===== src/rtl/tlb_pkg.sv =====
package tlb_pkg;

    // Outcome class of one lookup cycle, in decreasing priority.
    typedef enum logic [1:0] {
        RES_IDLE = 2'd0,
        RES_MISS = 2'd1,
        RES_PROT = 2'd2,
        RES_HIT  = 2'd3
    } lk_res_e;

    // Update applied to one entry at a clock edge.
    typedef enum logic [1:0] {
        UPD_KEEP    = 2'd0,
        UPD_CLEAR   = 2'd1,
        UPD_INSTALL = 2'd2,
        UPD_MARK    = 2'd3
    } ent_upd_e;

endpackage


===== src/rtl/tlb_match.sv =====
module tlb_match #(
    parameter int N     = 8,
    parameter int KEY_W = 20,
    parameter int IDX_W = $clog2(N)
) (
    input  logic [N-1:0]            valid,
    input  logic [N-1:0][KEY_W-1:0] tags,
    input  logic [KEY_W-1:0]        key,
    output logic                    any,
    output logic [IDX_W-1:0]        idx
);

    logic [N-1:0] vec;

    // One comparator per entry.
    for (genvar g = 0; g < N; g++) begin : g_cmp
        assign vec[g] = valid[g] && (tags[g] == key);
    end

    // Fills never create duplicates, so vec is one-hot or empty.
    // An OR-encoder is therefore enough.
    always_comb begin
        any = 1'b0;
        idx = '0;
        for (int i = 0; i < N; i++) begin
            if (vec[i]) begin
                any = 1'b1;
                idx = idx | IDX_W'(i);
            end
        end
    end

endmodule


===== src/rtl/tlb_victim.sv =====
module tlb_victim #(
    parameter int N     = 8,
    parameter int IDX_W = $clog2(N)
) (
    input  logic             clk,
    input  logic             rst_n,
    input  logic             flush,
    input  logic             advance,
    output logic [IDX_W-1:0] ptr
);

    localparam logic [IDX_W-1:0] LAST = IDX_W'(N - 1);

    always_ff @(posedge clk or negedge rst_n) begin
        if (!rst_n) begin
            ptr <= '0;
        end else if (flush) begin
            ptr <= '0;
        end else if (advance) begin
            ptr <= (ptr == LAST) ? '0 : ptr + 1'b1;
        end
    end

endmodule


===== src/rtl/tlb_store.sv =====
module tlb_store
    import tlb_pkg::*;
#(
    parameter int N     = 8,
    parameter int VPN_W = 20,
    parameter int PPN_W = 18,
    parameter int IDX_W = $clog2(N)
) (
    input  logic                    clk,
    input  logic                    rst_n,
    input  logic                    flush,
    input  logic                    wr_en,
    input  logic [IDX_W-1:0]        wr_idx,
    input  logic [VPN_W-1:0]        wr_vpn,
    input  logic [PPN_W-1:0]        wr_ppn,
    input  logic                    wr_valid,
    input  logic                    wr_writable,
    input  logic                    mark_en,
    input  logic [IDX_W-1:0]        mark_idx,
    output logic [N-1:0]            e_valid,
    output logic [N-1:0]            e_writable,
    output logic [N-1:0]            e_dirty,
    output logic [N-1:0][VPN_W-1:0] e_tag,
    output logic [N-1:0][PPN_W-1:0] e_ppn
);

    for (genvar g = 0; g < N; g++) begin : g_ent
        ent_upd_e upd;

        // Per-entry priority: CLEAR, then INSTALL, then MARK.
        always_comb begin
            if (flush)
                upd = UPD_CLEAR;
            else if (wr_en && (wr_idx == IDX_W'(g)))
                upd = UPD_INSTALL;
            else if (mark_en && (mark_idx == IDX_W'(g)))
                upd = UPD_MARK;
            else
                upd = UPD_KEEP;
        end

        always_ff @(posedge clk or negedge rst_n) begin
            if (!rst_n) begin
                e_valid[g]    <= 1'b0;
                e_writable[g] <= 1'b0;
                e_dirty[g]    <= 1'b0;
                e_tag[g]      <= '0;
                e_ppn[g]      <= '0;
            end else begin
                unique case (upd)
                    UPD_CLEAR: begin
                        e_valid[g] <= 1'b0;
                        e_dirty[g] <= 1'b0;
                    end
                    UPD_INSTALL: begin
                        e_valid[g]    <= wr_valid;
                        e_writable[g] <= wr_writable;
                        e_dirty[g]    <= 1'b0;
                        e_tag[g]      <= wr_vpn;
                        e_ppn[g]      <= wr_ppn;
                    end
                    UPD_MARK: begin
                        e_dirty[g] <= 1'b1;
                    end
                    default: begin
                    end
                endcase
            end
        end
    end

endmodule


===== src/rtl/tlb_xlate_wp.sv =====
module tlb_xlate_wp
    import tlb_pkg::*;
#(
    parameter int ENTRIES = 8,
    parameter int VA_W    = 32,
    parameter int PA_W    = 30,
    parameter int OFF_W   = 12
) (
    input  logic                  clk,
    input  logic                  rst_n,
    input  logic                  lk_req,
    input  logic [VA_W-1:0]       lk_vaddr,
    input  logic                  lk_write,
    output logic                  hit,
    output logic [PA_W-1:0]       paddr,
    output logic                  lk_dirty,
    output logic                  miss_exc,
    output logic                  prot_exc,
    input  logic                  fill_en,
    input  logic [VA_W-OFF_W-1:0] fill_vpn,
    input  logic [PA_W-OFF_W-1:0] fill_ppn,
    input  logic                  fill_valid,
    input  logic                  fill_writable,
    input  logic                  flush
);

    localparam int VPN_W = VA_W - OFF_W;
    localparam int PPN_W = PA_W - OFF_W;
    localparam int IDX_W = $clog2(ENTRIES);

    logic [ENTRIES-1:0]            e_valid;
    logic [ENTRIES-1:0]            e_writable;
    logic [ENTRIES-1:0]            e_dirty;
    logic [ENTRIES-1:0][VPN_W-1:0] e_tag;
    logic [ENTRIES-1:0][PPN_W-1:0] e_ppn;

    logic             lk_any;
    logic [IDX_W-1:0] lk_idx;
    logic             fm_any;
    logic [IDX_W-1:0] fm_idx;
    logic [IDX_W-1:0] rr_ptr;

    lk_res_e          res;
    logic             install;
    logic [IDX_W-1:0] inst_idx;
    logic             rr_step;
    logic             mark_en;

    // Lookup-side associative search.
    tlb_match #(.N(ENTRIES), .KEY_W(VPN_W), .IDX_W(IDX_W)) u_lk_match (
        .valid (e_valid),
        .tags  (e_tag),
        .key   (lk_vaddr[VA_W-1:OFF_W]),
        .any   (lk_any),
        .idx   (lk_idx)
    );

    // Fill-side search, so that refills land on the resident copy.
    tlb_match #(.N(ENTRIES), .KEY_W(VPN_W), .IDX_W(IDX_W)) u_fill_match (
        .valid (e_valid),
        .tags  (e_tag),
        .key   (fill_vpn),
        .any   (fm_any),
        .idx   (fm_idx)
    );

    // Outcome class selection.
    always_comb begin
        if (!lk_req)
            res = RES_IDLE;
        else if (!lk_any)
            res = RES_MISS;
        else if (lk_write && !e_writable[lk_idx])
            res = RES_PROT;
        else
            res = RES_HIT;
    end

    // Output decode per outcome class.
    always_comb begin
        hit      = 1'b0;
        miss_exc = 1'b0;
        prot_exc = 1'b0;
        paddr    = '0;
        lk_dirty = 1'b0;
        unique case (res)
            RES_IDLE: begin
            end
            RES_MISS: miss_exc = 1'b1;
            RES_PROT: prot_exc = 1'b1;
            RES_HIT: begin
                hit      = 1'b1;
                paddr    = {e_ppn[lk_idx], lk_vaddr[OFF_W-1:0]};
                lk_dirty = e_dirty[lk_idx];
            end
            default: begin
            end
        endcase
    end

    // Fill placement: the resident copy if one exists, otherwise the victim.
    always_comb begin
        install  = fill_en && (fm_any || fill_valid);
        inst_idx = fm_any ? fm_idx : rr_ptr;
        rr_step  = install && !fm_any && !flush;
        mark_en  = (res == RES_HIT) && lk_write;
    end

    tlb_victim #(.N(ENTRIES), .IDX_W(IDX_W)) u_victim (
        .clk     (clk),
        .rst_n   (rst_n),
        .flush   (flush),
        .advance (rr_step),
        .ptr     (rr_ptr)
    );

    tlb_store #(.N(ENTRIES), .VPN_W(VPN_W), .PPN_W(PPN_W), .IDX_W(IDX_W)) u_store (
        .clk         (clk),
        .rst_n       (rst_n),
        .flush       (flush),
        .wr_en       (install),
        .wr_idx      (inst_idx),
        .wr_vpn      (fill_vpn),
        .wr_ppn      (fill_ppn),
        .wr_valid    (fill_valid),
        .wr_writable (fill_writable),
        .mark_en     (mark_en),
        .mark_idx    (lk_idx),
        .e_valid     (e_valid),
        .e_writable  (e_writable),
        .e_dirty     (e_dirty),
        .e_tag       (e_tag),
        .e_ppn       (e_ppn)
    );

endmodule


===== config.mk =====
export PLATFORM = sky130hd
export DESIGN_NAME = tlb_xlate_wp
export DESIGN_NICKNAME = d
export VERILOG_FILES = /design/src/rtl/tlb_pkg.sv /design/src/rtl/tlb_match.sv /design/src/rtl/tlb_victim.sv /design/src/rtl/tlb_store.sv /design/src/rtl/tlb_xlate_wp.sv
export SDC_FILE = /design/constraint.sdc
export NUM_CORES = 1
export LEC_CHECK = 0
export ABC_AREA = 0
export CORE_MARGIN = 1
export CORE_UTILIZATION = 30
export CTS_BUF_LIST = sky130_fd_sc_hd__clkbuf_4
export CTS_CLUSTER_SIZE = 24
export DETAILED_ROUTE_END_ITERATION = 7
export DONT_BUFFER_PORTS = 1
export GPL_TIMING_DRIVEN = 0
export HOLD_SLACK_MARGIN = 0.03
export PLACE_DENSITY = 0.46
export SYNTH_ARGS = -nofsm -noshare
export SYNTH_HDL_FRONTEND = slang
export SYNTH_HIERARCHICAL = 1
export SYNTH_SLANG_ARGS = --single-unit

===== constraint.sdc =====
create_clock -name clk -period 6.4 [get_ports clk]
set_input_delay 0.32 -clock clk [delete_from_list [all_inputs] [get_ports clk]]
set_output_delay 0.32 -clock clk [all_outputs]
set_load 0.005 [all_outputs]

==> results.json <==
{
  "p_comb_share_pct": 12.4,
  "tightest_slew_ns": 1.18,
  "synth_nets": 1605,
  "r2r-start": "u_store/e_tag[20]",
  "netlist_area_um2": 18700,
  "grt_start_max_net_pins": 332,
  "die_x_um": 251,
  "fin_util_pct": 34.8,
  "cap_violations": 0,
  "place_area_um2": 19700,
  "place_congestion": 0.827,
  "h-tree-depth": 3,
  "ys_ff_latch": 331,
  "internal_power_mw": 3.62,
  "worstSkewPairLatency_ns": 0.88,
  "worstSetupPathType": "reg2reg",
  "ir_drop_mv": 0.109,
  "r2r-end": "u_store/e_dirty[1]",
  "core_area_um2": 61600,
  "fin_area_um2": 21400,
  "fin_cells": 2576,
  "antenna_left": 0,
  "crit_path_start": "u_store/e_tag[20]",
  "drive_above_1_share_pct": 33.2,
  "rows": 91,
  "first_pass_iters": 7,
  "critPathArrivalTime_ns": 6.14,
  "die_area_um2": 63200,
  "postCtsSetupRepairBufs": 0,
  "cts_sinks": 331,
  "die_h_um": 251,
  "drv_slew": 0,
  "grt_pass1_wl_mm": 93.8,
  "run_status": "finished with violations",
  "skew_ns": 0.0817,
  "violations": "negative hold slack",
  "cp.required_ns": 7.19,
  "final_cell_mix": "331 x dfrtp_1, 278 x mux2_2, 224 x xnor2_1, 148 x clkbuf_4, 94 x xor2_1",
  "final_common_cell": "dfrtp_1",
  "grt_use_total_pct": 20.7,
  "nFillCells": 6219,
  "rsz0062_at_grt": "false",
  "async_flop_share_pct": 100,
  "synthCells": 1517,
  "yosys_warnings": 6,
  "start_util_pct": 30.3,
  "fin_crit_ns": 5.35,
  "r2r_cells": 16,
  "port_buffers": 0,
  "slew_headroom_pct": 21.6,
  "dpl.cell_count": 2354,
  "p_clk_share_pct": 41.5,
  "hold_ws_ns": -0.735,
  "final.setup.tns_ns": 0,
  "crit_end": "u_store/e_dirty[1]",
  "synth_cell_types": 54,
  "avgSynthCellArea_um2": 12.3,
  "hold_viol": 331,
  "grt_overflow": 0,
  "ys_seq_area_share_pct": 44.4,
  "cts-resized-gates": 0,
  "netSwitchingFraction_pct": 27.7,
  "cp-end-kind": "flop",
  "wl_mm": 64.3,
  "fin_nets": 1749,
  "cts_hold_buffers": 45,
  "p_leak_nw": 9.42,
  "drt_iter0_markers": 717,
  "cts_tree": "yes",
  "setup.worst_path.start_class": "flop",
  "drcViolationCount": 0,
  "hold_path.class": "in2async",
  "vias": 12899,
  "max_freq_mhz": 187,
  "pin_count": 112,
  "clk_pin_slew_worst_paths_ns": 0.07,
  "syn_to_final_growth_pct": 14.8,
  "synth_edf_count": 0,
  "antenna_found_initial": 6,
  "p_sw_mw": 1.39,
  "timing.final.crit_share_pct": 83.6,
  "synth_flop_cell": "dfrtp_1",
  "crit_fanout": 10,
  "via_per_inst": 5.01,
  "worst-r2r-setup-slack_ns": 1.05,
  "root_buffer": "clkbuf_4",
  "powerDensity_nw_per_um2": 234,
  "power_frac_seq_pct": 46.0,
  "setup_violations": 0,
  "avgRoutedWirePerCell_um": 25.0,
  "hpwlAfterDp_mm": 41.5,
  "grt_pass1_vias": 13479,
  "clock_path_buffers": 3,
  "cts_buffers": 97
}
==> worst min path at each step <==
stage / from / to / slack (ns) / cells past startpoint
after floorplan: rst_n / u_store/e_dirty[0] / 0.02 / 0
after global routing: rst_n / u_store/e_ppn[121] / -0.83 / 0
after global placement: rst_n / u_store/e_tag[80] / 0.07 / 0
after detailed placement: rst_n / u_store/e_tag[63] / 0.07 / 0
after CTS: rst_n / u_store/e_tag[58] / -0.91 / 0
final: rst_n / u_store/e_tag[83] / -0.74 / 0
==> logic make-up (layout without fill, tap and decap cells) <==
family / after synthesis / count (layout) / synth area share [%]
buffers and inverters: 114 / 330 / 4.71
other: 0 / 6 / 0
and+or+nand+nor: 263 / 263 / 7.91
AOI/OAI and AO/OA: 82 / 82 / 3.18
adders and majority gates: 10 / 10 / 0.670
muxes: 397 / 397 / 24.1
xor gates and xnor gates: 320 / 320 / 15.1
DFF: 331 / 331 / 44.4
==> critical path, cell delays in order (launching register included) <==
cell      delay, ns
dfrtp_1        0.44
xnor2_1        0.16
nand3_1        0.21
nor4_1         0.97
a22oi_1        0.21
nand4_1        0.32
and2_1         0.17
clkbuf_1       0.29
clkbuf_1       0.62
nand2_1        0.13
nor2_1         0.55
nand2b_1       0.20
nor3b_1        0.34
a21boi_0       0.15
ha_1           0.25
a31oi_1        0.16
a32o_1         0.19
==> per-layer routing <==
| layer | share of wire (%) | track usage (%) |
|---|---|---|
| met4 | 3.6 | 8.90 |
| met5 | 0.048 | 0 |
| met1 | 44 | 27.3 |
| met3 | 6.0 | 4.35 |
| met2 | 46 | 32.6 |
==> synth_stat cells (all sizes together), types with 38 or more instances <==
master | n | area (µm²)
dfrtp | 331 | 8280
nand2 | 41 | 154
nor4 | 38 | 275
mux2 | 315 | 3670
nor2 | 42 | 158
nand3 | 40 | 200
xnor2 | 226 | 1990
buf | 93 | 796
mux2i | 82 | 821
xor2 | 94 | 823
a22oi | 46 | 345
nand4 | 49 | 307
==> through the flow <==
| stage | setup slack (ns) | power [mW] | hold slack (ns) |
|---|---|---|---|
| 3_5_place_dp | 0.953 | 2.90 | 0.0679 |
| 3_3_place_gp | 1.01 | 2.88 | 0.0699 |
| 5_1_grt | 0.788 | 5.25 | -0.833 |
| 6_report | 1.05 | 5.01 | -0.735 |
| 4_1_cts | 1.07 | 5.09 | -0.908 |
| 2_1_floorplan | 3.01 | 2.76 | 0.0244 |
==> power groups by stage <==
stage,Sequential [mW],Clock [mW],Combinational (mW)
detailed placement,2.34,0,0.553
floorplan,2.32,0,0.443
global placement,2.34,0,0.547
CTS,2.30,2.17,0.620
finish,2.31,2.08,0.623
global route,2.32,2.27,0.665
==> flip-flops by register name, indices dropped and copies added (netlist names) <==
name,flops
u_store/e_tag,160
u_store/e_ppn,144
u_store/e_valid,8
u_victim/ptr,3
u_store/e_writable,8
u_store/e_dirty,8
==> area by class of cell <==
| type | instances | area, µm² | share of cell area (%) |
|---|---|---|---|
| Clock inverter | 24 | 145 | 0.677 |
| Timing Repair Buffer | 45 | 450 | 2.10 |
| Tap cell | 837 | 1050 | 4.89 |
| Clock buffer | 147 | 1100 | 5.15 |
| Antenna cell | 6 | 15.0 | 0.0701 |
| Multi-Input combinational cell | 1072 | 9510 | 44.4 |
| Buffer | 105 | 845 | 3.94 |
| Sequential cell | 331 | 8280 | 38.7 |
| Inverter | 9 | 33.8 | 0.158 |
(Power assumes the default switching activity.)
